==> src/rtl/spi_fifo_pkg.sv <==
package spi_fifo_pkg;
  localparam int DATA_W = 32;
  localparam int BYTE_W = 8;
  localparam int NBYTES = DATA_W / BYTE_W;
  localparam int ADDR_W = 8;
  localparam int FLAG_W = 8;

  localparam logic [ADDR_W-1:0] A_TX_FLAG = 8'h14;
  localparam logic [ADDR_W-1:0] A_TX_EN   = 8'h18;
  localparam logic [ADDR_W-1:0] A_TX_CLR  = 8'h1C;
  localparam logic [ADDR_W-1:0] A_RX_FLAG = 8'h20;
  localparam logic [ADDR_W-1:0] A_RX_EN   = 8'h24;
  localparam logic [ADDR_W-1:0] A_RX_CLR  = 8'h28;
  localparam logic [ADDR_W-1:0] A_STATUS  = 8'h40;
  localparam logic [ADDR_W-1:0] A_CFG     = 8'h4C;
  localparam logic [ADDR_W-1:0] A_TX_WIN  = 8'h50;
  localparam logic [ADDR_W-1:0] A_RX_WIN  = 8'h90;

  localparam int B_TX_FULL  = 0;
  localparam int B_TX_EMPTY = 1;
  localparam int B_RX_ABOVE = 5;
  localparam int B_RELEASED = 6;

  localparam int CFG_RX_FLUSH = 11;
  localparam int CFG_TX_FLUSH = 12;
  localparam int ST_RX_LSB = 8;
  localparam int ST_TX_LSB = 16;

  localparam logic [FLAG_W-1:0] TX_LEVEL_MASK = FLAG_W'((1 << B_TX_FULL) | (1 << B_TX_EMPTY));
  localparam logic [FLAG_W-1:0] RX_LEVEL_MASK = FLAG_W'(1 << B_RX_ABOVE);
  localparam logic [FLAG_W-1:0] EVT_MASK      = FLAG_W'(1 << B_RELEASED);

  function automatic logic [DATA_W-1:0] mask_entry(input logic [DATA_W-1:0] d,
                                                   input logic [1:0] code);
    logic [DATA_W-1:0] r;
    r = '0;
    for (int b = 0; b < NBYTES; b++) begin
      if (b <= int'(code)) r[b*BYTE_W +: BYTE_W] = d[b*BYTE_W +: BYTE_W];
    end
    return r;
  endfunction
endpackage

==> src/rtl/spi_fifo_queue.sv <==
module spi_fifo_queue #(
  parameter int WIDTH = 32,
  parameter int DEPTH = 16
) (
  input  logic             clk,
  input  logic             rst_n,
  input  logic             flush,
  input  logic             push,
  input  logic [WIDTH-1:0] push_data,
  input  logic             pop,
  output logic [WIDTH-1:0] head,
  output logic [$clog2(DEPTH):0] count,
  output logic             full,
  output logic             empty
);
  localparam int PW = $clog2(DEPTH);
  localparam int CW = PW + 1;

  logic [WIDTH-1:0] mem [DEPTH];
  logic [PW-1:0] wptr, rptr;
  logic do_push, do_pop;

  assign full    = (count == CW'(DEPTH));
  assign empty   = (count == '0);
  assign do_push = push && !full && !flush;
  assign do_pop  = pop && !empty && !flush;
  assign head    = mem[rptr];

  always_ff @(posedge clk or negedge rst_n) begin
    if (!rst_n) begin
      wptr  <= '0;
      rptr  <= '0;
      count <= '0;
    end else if (flush) begin
      wptr  <= '0;
      rptr  <= '0;
      count <= '0;
    end else begin
      if (do_push) wptr <= (wptr == PW'(DEPTH-1)) ? '0 : wptr + 1'b1;
      if (do_pop)  rptr <= (rptr == PW'(DEPTH-1)) ? '0 : rptr + 1'b1;
      case ({do_push, do_pop})
        2'b10:   count <= count + 1'b1;
        2'b01:   count <= count - 1'b1;
        default: count <= count;
      endcase
    end
  end

  always_ff @(posedge clk) begin
    if (do_push) mem[wptr] <= push_data;
  end

  assert_no_overflow_R3: assert property (@(posedge clk) disable iff (!rst_n)
    count <= CW'(DEPTH));
  assert_full_drop_R3: assert property (@(posedge clk) disable iff (!rst_n)
    (push && full && !pop && !flush) |=> (count == CW'(DEPTH)));
  assert_flush_clears_R8: assert property (@(posedge clk) disable iff (!rst_n)
    flush |=> empty);
endmodule

==> src/rtl/spi_flag_unit.sv <==
module spi_flag_unit
  import spi_fifo_pkg::*;
#(
  parameter logic [FLAG_W-1:0] LEVEL_MASK = '0,
  parameter logic [FLAG_W-1:0] STICKY_MASK = '0
) (
  input  logic              clk,
  input  logic              rst_n,
  input  logic [FLAG_W-1:0] level,
  input  logic              event_in,
  input  logic              wr_en_reg,
  input  logic              wr_clr,
  input  logic [FLAG_W-1:0] wdata,
  output logic [FLAG_W-1:0] flags,
  output logic [FLAG_W-1:0] enables,
  output logic              irq
);
  logic [FLAG_W-1:0] sticky;
  logic [FLAG_W-1:0] clr_mask;

  assign clr_mask = wr_clr ? wdata : '0;
  assign flags    = (level & LEVEL_MASK) | sticky;
  assign irq      = |(flags & enables);

  always_ff @(posedge clk or negedge rst_n) begin
    if (!rst_n) begin
      sticky  <= '0;
      enables <= '0;
    end else begin
      sticky <= ((sticky & ~clr_mask) | (event_in ? STICKY_MASK : '0)) & STICKY_MASK;
      if (wr_en_reg) enables <= wdata & (LEVEL_MASK | STICKY_MASK);
    end
  end

  assert_sticky_hold_R9: assert property (@(posedge clk) disable iff (!rst_n)
    !wr_clr |=> ((sticky & $past(sticky)) == $past(sticky)));
  assert_event_sets_R9: assert property (@(posedge clk) disable iff (!rst_n)
    event_in |=> ((flags & STICKY_MASK) == STICKY_MASK));
endmodule

==> src/rtl/spi_fifo_irq.sv <==
module spi_fifo_irq
  import spi_fifo_pkg::*;
#(
  parameter int DEPTH = 16
) (
  input  logic              clk,
  input  logic              rst_n,
  input  logic              reg_wr,
  input  logic [ADDR_W-1:0] reg_waddr,
  input  logic [DATA_W-1:0] reg_wdata,
  input  logic              reg_rd,
  input  logic [ADDR_W-1:0] reg_raddr,
  output logic [DATA_W-1:0] reg_rdata,
  output logic              tx_valid,
  input  logic              tx_ready,
  output logic [DATA_W-1:0] tx_data,
  input  logic              rx_valid,
  output logic              rx_ready,
  input  logic [DATA_W-1:0] rx_data,
  input  logic              released,
  output logic              irq_tx,
  output logic              irq_rx
);
  localparam int CW = $clog2(DEPTH) + 1;

  logic [3:0] rx_thr, tx_thr;
  logic [1:0] wcode;
  logic       wr_cfg, tx_flush, rx_flush;
  logic [CW-1:0] tx_count, rx_count;
  logic       tx_full, tx_empty, rx_full, rx_empty;
  logic [DATA_W-1:0] rx_head;
  logic       rx_above;
  logic [FLAG_W-1:0] tx_level, rx_level;
  logic [FLAG_W-1:0] tx_flags, rx_flags, tx_en, rx_en;
  logic       rx_pop;

  assign wr_cfg   = reg_wr && (reg_waddr == A_CFG);
  assign tx_flush = wr_cfg && reg_wdata[CFG_TX_FLUSH];
  assign rx_flush = wr_cfg && reg_wdata[CFG_RX_FLUSH];

  always_ff @(posedge clk or negedge rst_n) begin
    if (!rst_n) begin
      rx_thr <= '0;
      tx_thr <= '0;
      wcode  <= '0;
    end else if (wr_cfg) begin
      rx_thr <= reg_wdata[3:0];
      tx_thr <= reg_wdata[7:4];
      wcode  <= reg_wdata[9:8];
    end
  end

  spi_fifo_queue #(.WIDTH(DATA_W), .DEPTH(DEPTH)) u_txq (
    .clk(clk), .rst_n(rst_n), .flush(tx_flush),
    .push(reg_wr && (reg_waddr == A_TX_WIN)),
    .push_data(mask_entry(reg_wdata, wcode)),
    .pop(tx_valid && tx_ready),
    .head(tx_data), .count(tx_count), .full(tx_full), .empty(tx_empty));

  assign rx_pop = reg_rd && (reg_raddr == A_RX_WIN);

  spi_fifo_queue #(.WIDTH(DATA_W), .DEPTH(DEPTH)) u_rxq (
    .clk(clk), .rst_n(rst_n), .flush(rx_flush),
    .push(rx_valid && rx_ready),
    .push_data(mask_entry(rx_data, wcode)),
    .pop(rx_pop),
    .head(rx_head), .count(rx_count), .full(rx_full), .empty(rx_empty));

  assign tx_valid = !tx_empty;
  assign rx_ready = !rx_full;
  assign rx_above = int'(rx_count) > int'(rx_thr);

  always_comb begin
    tx_level = '0;
    tx_level[B_TX_FULL]  = tx_full;
    tx_level[B_TX_EMPTY] = tx_empty;
    rx_level = '0;
    rx_level[B_RX_ABOVE] = rx_above;
  end

  spi_flag_unit #(.LEVEL_MASK(TX_LEVEL_MASK), .STICKY_MASK(EVT_MASK)) u_txflag (
    .clk(clk), .rst_n(rst_n), .level(tx_level), .event_in(released),
    .wr_en_reg(reg_wr && (reg_waddr == A_TX_EN)),
    .wr_clr(reg_wr && (reg_waddr == A_TX_CLR)),
    .wdata(reg_wdata[FLAG_W-1:0]),
    .flags(tx_flags), .enables(tx_en), .irq(irq_tx));

  spi_flag_unit #(.LEVEL_MASK(RX_LEVEL_MASK), .STICKY_MASK(EVT_MASK)) u_rxflag (
    .clk(clk), .rst_n(rst_n), .level(rx_level), .event_in(released),
    .wr_en_reg(reg_wr && (reg_waddr == A_RX_EN)),
    .wr_clr(reg_wr && (reg_waddr == A_RX_CLR)),
    .wdata(reg_wdata[FLAG_W-1:0]),
    .flags(rx_flags), .enables(rx_en), .irq(irq_rx));

  always_comb begin
    reg_rdata = '0;
    case (reg_raddr)
      A_TX_FLAG: reg_rdata = DATA_W'(tx_flags);
      A_TX_EN:   reg_rdata = DATA_W'(tx_en);
      A_RX_FLAG: reg_rdata = DATA_W'(rx_flags);
      A_RX_EN:   reg_rdata = DATA_W'(rx_en);
      A_STATUS:  reg_rdata = (DATA_W'(rx_count) << ST_RX_LSB) | (DATA_W'(tx_count) << ST_TX_LSB);
      A_CFG:     reg_rdata = DATA_W'({wcode, tx_thr, rx_thr});
      A_RX_WIN:  reg_rdata = rx_empty ? '0 : rx_head;
      default:   reg_rdata = '0;
    endcase
  end

  assert_empty_read_zero_R4: assert property (@(posedge clk) disable iff (!rst_n)
    (rx_pop && rx_empty) |-> (reg_rdata == '0));
  assert_tx_hold_R2: assert property (@(posedge clk) disable iff (!rst_n)
    (tx_valid && !tx_ready && !tx_flush) |=> (tx_valid && $stable(tx_data)));
  assert_rx_backpressure_R4: assert property (@(posedge clk) disable iff (!rst_n)
    (rx_count == CW'(DEPTH)) |-> !rx_ready);
endmodule

==> config.mk <==
export PLATFORM = sky130hd
export DESIGN_NAME = spi_fifo_irq
export DESIGN_NICKNAME = d
export VERILOG_FILES = /design/src/rtl/spi_fifo_pkg.sv /design/src/rtl/spi_fifo_queue.sv /design/src/rtl/spi_flag_unit.sv /design/src/rtl/spi_fifo_irq.sv
export SDC_FILE = /design/constraint.sdc
export NUM_CORES = 1
export LEC_CHECK = 0
export ABC_AREA = 1
export BUFFER_PORTS_ARGS = -buffer_cell sky130_fd_sc_hd__buf_2
export CAP_MARGIN = 20
export CORE_UTILIZATION = 55
export DETAILED_ROUTE_END_ITERATION = 10
export PLACE_DENSITY = 0.71
export SLEW_MARGIN = 10
export SYNTH_ARGS = -nofsm -noshare
export SYNTH_HDL_FRONTEND = slang
export SYNTH_SLANG_ARGS = --single-unit
==> constraint.sdc <==
create_clock -name clk -period 8.7 [get_ports clk]
set_input_delay 0.435 -clock clk [delete_from_list [all_inputs] [get_ports clk]]
set_output_delay 0.435 -clock clk [all_outputs]
set_load 0.05 [all_outputs]
==> reports/qor.txt, run 1 <==
Number of placed cells counting well taps = 4,430
Synth Area per Inst = 12.7 sq um
Total congestion overflow after global routing = 0
Sequential cell area = 0.0318 sq mm
Classification of the worst setup path = reg -> out
Total via count after detailed routing = 28,200
Slowest stage delay, CP = 0.97 ns
Half-perimeter wire length of the detailed placement result = 55.4 mm
# resized after CTS = 0
Required time worst endpoint = 8.27 ns
Maximum VDD drop = 0.285 mV
Post-layout min period = 5.37 ns
Outcome = completed
Number of inserted filler cells in the final layout = 5,716
Width of the chip = 282 um
Post-route fraction of the period consumed by the critical path = 0.617
Root buffer cell = clkbuf_16
Post-synthesis instance total = 3,389
Netlist cell types = 52
Height of the chip = 282 um
Final weighted congestion of routability-driven global placement = 0.859
Slowest library cell on the worst path = buf_4
Initial core utilization = 0.556
Unrepaired setup endpoints after global routing = false
Launch point of the worst path = u_rxq.rptr[0]
PortBufs = 154
Clk slew on worst S/H paths = 0.06 ns
Post-Route Skew = 0.0445 ns
Count of endpoints failing hold in the final timing report = 0
Max-cap violations = 0
Clock Latency Late Sink = 0.68 ns
Largest net degree at the start of global routing = 144
Site Rows = 102
Post-DP Area = 0.0449 sq mm
Final-report max-slew violation count = 0
Post-synthesis instance area = 0.0431 sq mm
Antenna Violating Nets Remaining = 0
TritonRoute pass-1 iters = 6
Post-layout net count = 3,607
Leakage Power = 17.0 nW
Fraction of the yosys area taken by sequential cells = 0.738
Worst rel slew slack = 0.250
Area of combinational cells with multiple inputs = 0.0100 sq mm
Worst EP arrival = 4.94 ns
Setup WS pre-CTS = 4.15 ns
Final hold slack = 0.111 ns
Largest cells by area after synthesis = edfxtp_1 (71%), nand2_1 (4.6%), o21ai_0 (3.9%)
Post-Layout Inst Area = 0.0484 sq mm
Detailed-route wire length per cell = 23.7 um
Critical path cell sequence = buf_4 -> buf_4 -> o21ai_0 -> o22ai_1 -> o22ai_1 -> nand2_1 -> nand3_1 -> nand3_1 -> buf_2
Layout-stage area growth over the synthesis result = 12.4%
Vias in the first global route = 26,800
Count of placed standard cells in the final layout, fillers left out = 4,636
Total I/O pin count = 155
Sum of buffers and inverters on the critical path = 3
Number of antenna violations at the first check in global routing = 7
Floorplan die area = 0.0795 sq mm
TritonCTS clock tree = built
Critical path endpoint category = primary output
DR DRC count = 0
Worst min-delay path startpoint = reg_wdata[8]
Number of post-CTS setup repair buffers = 0
Min setup slack post-route = 3.33 ns
Mapped Nets = 3,494
Total length of routed wires = 110 mm
Count of hold buffers inserted by post-cts repair = 2
Setup violation total in the final timing report = 0
Htree depth = 3
Number of sinks driven by the clock tree = 1,067
Synthesis-stage register bit count = 1,067
Startpoint class of the critical path = register
Count of yosys warnings during synthesis = 0
Power Dens Cells = 292 mW/mm^2
Global-route wire length before repair = 162 mm
Synth top area share = 0.713
Least-Margin Pin Slew = 1.12 ns
Total CTS buffers = 106
Achievable Freq = 186 MHz
Average via count per standard cell = 6.09
Kind of cell with the highest combined delay on the critical path = buffers and inverters
Core box area = 0.0775 sq mm
Hold Crit Class = in -> reg
Critical-path maximum fanout = 106
Post-synthesis cell type with the largest combined area = edfxtp_1
Reg-to-reg startpoint = u_txq.rptr[2]
Clock Tree Buf Depth = 3
Final setup TNS = 0 ns
Proportion of layout cells with a drive suffix above 1 = 0.130
DR iter-0 viols = 3,468
Global-route usage over all layers = 0.275
==> worst register-to-register path: stages (launching register included) <==
cell and delay, ns:
dfrtp_2 0.58, buf_4 0.56, nand2_2 0.07, buf_4 0.34, inv_1 0.64, buf_4 0.40
nand2_1 0.11, nand3_1 0.10, o21ai_0 0.09, nand2_1 0.10, o21ai_0 0.08
==> cells by family (layout without fill, tap and decap cells) <==
logic type,count (synthesis),after routing,synth area share
simple gates,1172,1172,0.115
flops,1067,1067,0.738
compound gates,786,786,0.106
buf+inv,338,542,0.0340
fa+ha+maj,18,18,0.00522
xor+xnor,5,5,0.00102
mux,3,3,0.000784
other cells,0,3,0
==> through the flow <==
stage / util / total power (W)
after floorplan: - / 0.00861
after global placement: 0.579 / 0.00966
after detailed placement: 0.579 / 0.00972
after CTS: 0.624 / 0.0142
after global routing: 0.625 / 0.0147
final: 0.625 / 0.0142
==> cell usage after synthesis (all sizes together) <==
cell type / number
a211oi: 7
a21oi: 160
a221o: 11
a221oi: 53
a22oi: 2
a311oi: 7
a31oi: 1
a32o: 7
buf: 102
clkbuf: 109
clkinv: 3
dfrtp: 43
edfxtp: 1024
ha: 18
inv: 124
mux2: 3
nand2: 541
nand3: 198
nand3b: 1
nand4: 30
nor2: 379
nor3: 18
nor3b: 1
nor4: 3
nor4b: 1
o2111ai: 1
o211ai: 4
o21a: 1
o21ai: 381
o21bai: 1
o221ai: 25
o22ai: 121
o311ai: 1
o31ai: 2
o32ai: 1
xnor2: 2
xor2: 3
==> worst paths after layout <==
path                             endpoint  slack [ns]  depth (start not counted)
setup reg to reg            u_txq.rptr[3]        5.50                         10
hold / removal                   wcode[0]        0.11                          3
max in group asynchronous   u_txq.rptr[0]        7.79                          3
setup / recovery             reg_rdata[0]        3.33                          9
min in group asynchronous  u_rxq.count[2]        0.41                          3
hold reg to reg                 rx_thr[1]        0.50                          2
==> cells in the final DEF (no fill, tap or decap), types with 25 or more instances in the layout <==
| cell type | instances |
|---|---|
| o221ai_1 | 25 |
| inv_1 | 106 |
| nand3_1 | 192 |
| nor2_1 | 340 |
| dfrtp_1 | 35 |
| clkbuf_16 | 106 |
| nand4_1 | 27 |
| a221oi_1 | 53 |
| clkinv_2 | 27 |
| o22ai_1 | 121 |
| buf_2 | 154 |
| o21ai_1 | 40 |
| nor2_4 | 30 |
| edfxtp_1 | 1024 |
| o21ai_0 | 339 |
| buf_4 | 58 |
| a21oi_1 | 160 |
| nand2_1 | 532 |
==> flip-flops by register name, indices dropped and copies added, names as in the netlist, 5 cells and up <==
name         count
u_rxq.mem      512
u_txq.mem      512
u_rxq.count      5
u_txq.count      5
==> power breakdown <==
group	internal [W]	switching [W]
combinational	0.000893	0.00271
clock	0.00256	0.00193
sequential	0.00587	0.000197
==> layout make-up <==
| cell class | count | share of cell area |
|---|---|---|
| well taps | 1040 | 0.0269 |
| multi-input cells | 1984 | 0.207 |
| inverters | 127 | 0.0102 |
| clock buffers | 126 | 0.0565 |
| clock inverters | 73 | 0.0151 |
| flip-flops and latches | 1067 | 0.657 |
| diodes | 3 | 0.000155 |
| repair buffers | 216 | 0.0264 |
==> layer usage <==
| metal | global-route usage | part of all wire |
|---|---|---|
| met1 | 0.395 | 0.41 |
| met2 | 0.425 | 0.46 |
| met3 | 0.0508 | 0.099 |
| met4 | 0.0967 | 0.032 |
| met5 | 0 | 0.00031 |
Power figures use the tool's default switching activity.
==> run 2: changes to the inputs <==
--- a/config.mk
+++ b/config.mk
@@ -5,7 +5,7 @@
 export SDC_FILE = /design/constraint.sdc
 export NUM_CORES = 1
 export LEC_CHECK = 0
-export ABC_AREA = 1
+export ABC_AREA = 0
 export BUFFER_PORTS_ARGS = -buffer_cell sky130_fd_sc_hd__buf_2
 export CAP_MARGIN = 20
 export CORE_UTILIZATION = 55
==> constraint.sdc (replaced) <==
create_clock -name clk -period 5.2 [get_ports clk]
set_input_delay 0.26 -clock clk [delete_from_list [all_inputs] [get_ports clk]]
set_output_delay 0.26 -clock clk [all_outputs]
set_load 0.05 [all_outputs]
==> reports/qor.txt, run 2 <==
Switching power total = 0.00651 W
Sequential cell fraction of total power = 0.463
TritonRoute pass-1 iters = 7
Height of the chip = 280 um
Dominant combinational cell family by area after synthesis = multiplexers
PortBufs = 154
Detailed-route wire length per cell = 28.0 um
Most numerous cell in the Yosys netlist = edfxtp_1
Achievable Freq = 249 MHz
# resized after CTS = 0
Total via count after detailed routing = 21,400
Number of flops mapped to enable cells by yosys = 1,024
Combinational cell fraction of total power = 0.207
Largest net degree at the start of global routing = 54
Antenna Violating Nets Remaining = 0
Outcome = completed
Total length of routed wires = 96.0 mm
Area of combinational cells with multiple inputs = 0.0100 sq mm
DR DRC count = 0
Worst Reg2Reg Path Length in Cells = 6
Commonest cells after routing, fill and taps aside = edfxtp_1 (1,024), mux4_2 (224), buf_2 (154), mux2i_1 (106), clkbuf_16 (105)
Clock Tree Buf Depth = 3
Post-Layout Inst Area = 0.0480 sq mm
Most instantiated cells after synthesis = edfxtp_1 (1,024), mux4_2 (224), mux2i_1 (106), nand2_1 (83), clkbuf_1 (66)
Proportion of layout cells with a drive suffix above 1 = 0.278
Required time worst endpoint = 4.94 ns
Startpoint class of the critical path = register
Post-synthesis instance area = 0.0424 sq mm
Launch point of the worst path = u_txq.rptr[1]
Max-cap violations = 0
Count of endpoints failing hold in the final timing report = 0
Total I/O pin count = 155
Width of the chip = 280 um
Unrepaired setup endpoints after global routing = false
Total CTS buffers = 103
Reg-to-reg startpoint = u_rxq.count[1]
Registers with the highest flip-flop counts = u_rxq.mem: 512 flops, u_txq.mem: 512 flops
Mapped Nets = 2,212
Vias in the first global route = 22,300
Synth Area in Simple Gates = 0.0347
Post-DP Area = 0.0444 sq mm
Floorplan die area = 0.0783 sq mm
Critical-path maximum fanout = 41
Share of the synthesized area in compound gates (AO/OA/AOI/OAI) = 0.0386
Classification of the worst setup path = reg -> out
DR iter-0 viols = 2,155
Synthesis-stage register bit count = 1,067
Slowest stage delay, CP = 0.75 ns
Setup violation total in the final timing report = 0
Clock power frac = 0.330
Initial core utilization = 0.558
Number of antenna violations at the first check in global routing = 4
Final-report max-slew violation count = 0
Leakage Power = 16.5 nW
Post-route fraction of the period consumed by the critical path = 0.772
Post-synthesis mux area share = 0.155
Root buffer cell = clkbuf_16
Number of inserted filler cells in the final layout = 5,199
Slowest library cell on the worst path = dfrtp_4
Final setup TNS = 0 ns
Post-synthesis instance total = 2,107
Internal = 0.0156 W
Post-synthesis cell type with the largest combined area = edfxtp_1
Sequential cell area = 0.0318 sq mm
Flip-flop cell with the highest count after synthesis = edfxtp_1
Post-layout min period = 4.02 ns
Final hold slack = 0.0365 ns
Clk slew on worst S/H paths = 0.06 ns
TritonCTS clock tree = built
Post-layout net count = 2,419
Least-Margin Pin Slew = 1.14 ns
Critical path endpoint category = primary output
Critical path destination = tx_data[0]
Xor/xnor cell area share of the yosys netlist = 0.00206
Post-synth ARST share = 0.0403
Global-route wire length before repair = 143 mm
Total congestion overflow after global routing = 0
Netlist cell types = 73
Clock Latency Late Sink = 0.67 ns
Critical path cell sequence = buf_4 -> nand2_1 -> buf_4 -> o21ai_0 -> a21oi_1 -> o21ai_0 -> nand2_1 -> buf_2
Endpoint of the most critical register-to-register path = u_rxq.mem[9][12]
Switching share of total power = 0.294
Number of sinks driven by the clock tree = 1,067
Global-route usage over all layers = 0.250
Synth top area share = 0.725
Arithmetic-cell share of the synthesized area counting full adders, half adders and majority gates = 0.00531
Most common cell after layout, fill and taps aside = edfxtp_1
Site Rows = 101
Htree depth = 3
Hold Crit Class = in -> reg
Layout-stage area growth over the synthesis result = 13.1%
Largest cells by area after synthesis = edfxtp_1 (72%), mux4_2 (12%), dfrtp_1 (2.5%)
Final weighted congestion of routability-driven global placement = 0.791
Worst rel slew slack = 0.242
Power Dens Cells = 462 mW/mm^2
Count of yosys warnings during synthesis = 0
Worst EP arrival = 3.76 ns
Average via count per standard cell = 6.25
Final Util = 0.631
Synth Area per Inst = 20.1 sq um
Post-Route Skew = 0.0260 ns
Fraction of the yosys area taken by sequential cells = 0.750
Flop2flop setup slack = 1.93 ns
Half-perimeter wire length of the detailed placement result = 54.2 mm
Maximum VDD drop = 0.353 mV
Core box area = 0.0761 sq mm
-- run 2: cell types whose count changed after synthesis, sizes merged, moves of 43 or more --
cell / delta
a21oi: -109
and2: +56
buf: -50
clkbuf: -43
inv: -110
mux2i: +106
mux4: +224
nand2: -458
nand3: -187
nor2: -350
o21ai: -311
o22ai: -119
-- run 2: logic make-up after synthesis --
group | after synthesis
fa+ha+maj | 18
compound gates | 241
xor+xnor | 10
mux | 370
buf+inv | 132
simple gates | 269
flops | 1067
-- run 2: how the worst min path moves through the flow --
stage,endpoint,depth (start not counted),start
6_report,u_txq.mem[15][1],1,reg_wdata[1]
5_1_grt,u_txq.mem[11][2],1,reg_wdata[2]
4_1_cts,u_txq.mem[11][2],1,reg_wdata[2]
3_5_place_dp,u_rxflag.enables[6],2,rst_n
2_1_floorplan,rx_thr[0],0,rst_n
3_3_place_gp,u_rxflag.sticky[6],2,rst_n
-- run 2: power by group through the flow --
stage	registers (W)	clock network (W)	logic [W]
6_report	0.0102	0.00732	0.00458
5_1_grt	0.0103	0.00771	0.00489
4_1_cts	0.0102	0.00739	0.00463
3_5_place_dp	0.0104	0	0.00460
3_3_place_gp	0.0104	0	0.00452
2_1_floorplan	0.0101	0	0.00355
-- run 2: stage by stage --
stage | instances | setup slack (ns) | power (W)
2_1_floorplan | 2107 | 2.50 | 0.0136
3_3_place_gp | 3218 | 1.66 | 0.0149
3_5_place_dp | 3218 | 1.61 | 0.0150
4_1_cts | 3423 | 1.11 | 0.0223
5_1_grt | 3428 | 0.981 | 0.0229
6_report | 3429 | 1.18 | 0.0221
-- run 2: area by class of cell --
cell class | instances | share of cell area
Antenna cell | 2 | 0.000104
Clock buffer | 134 | 0.0579
Clock inverter | 54 | 0.0112
Inverter | 14 | 0.00110
Multi-Input combinational cell | 908 | 0.209
Sequential cell | 1067 | 0.664
Tap cell | 1030 | 0.0269
Timing Repair Buffer | 220 | 0.0298
-- run 2: worst max-delay path: cells and delay by family (launching register included) --
family          cells  cell delay, ns
compound gates      3            0.49
flops               1            0.75
buf+inv             3            1.24
simple gates        2            0.59
-- run 2: timing repair --
action                    CTS  global route
hold endpoints to repair  225             0
setup buffers               0             0
hold buffers               17             0
-- run 2: routing by layer --
layer  up-vias  GRT usage  part of all wire
li1       9127          -                 -
met2       833      0.430              0.52
met5         -          0           0.00011
met3       171     0.0450             0.065
met1     11300      0.326              0.39
met4         2     0.0787             0.025
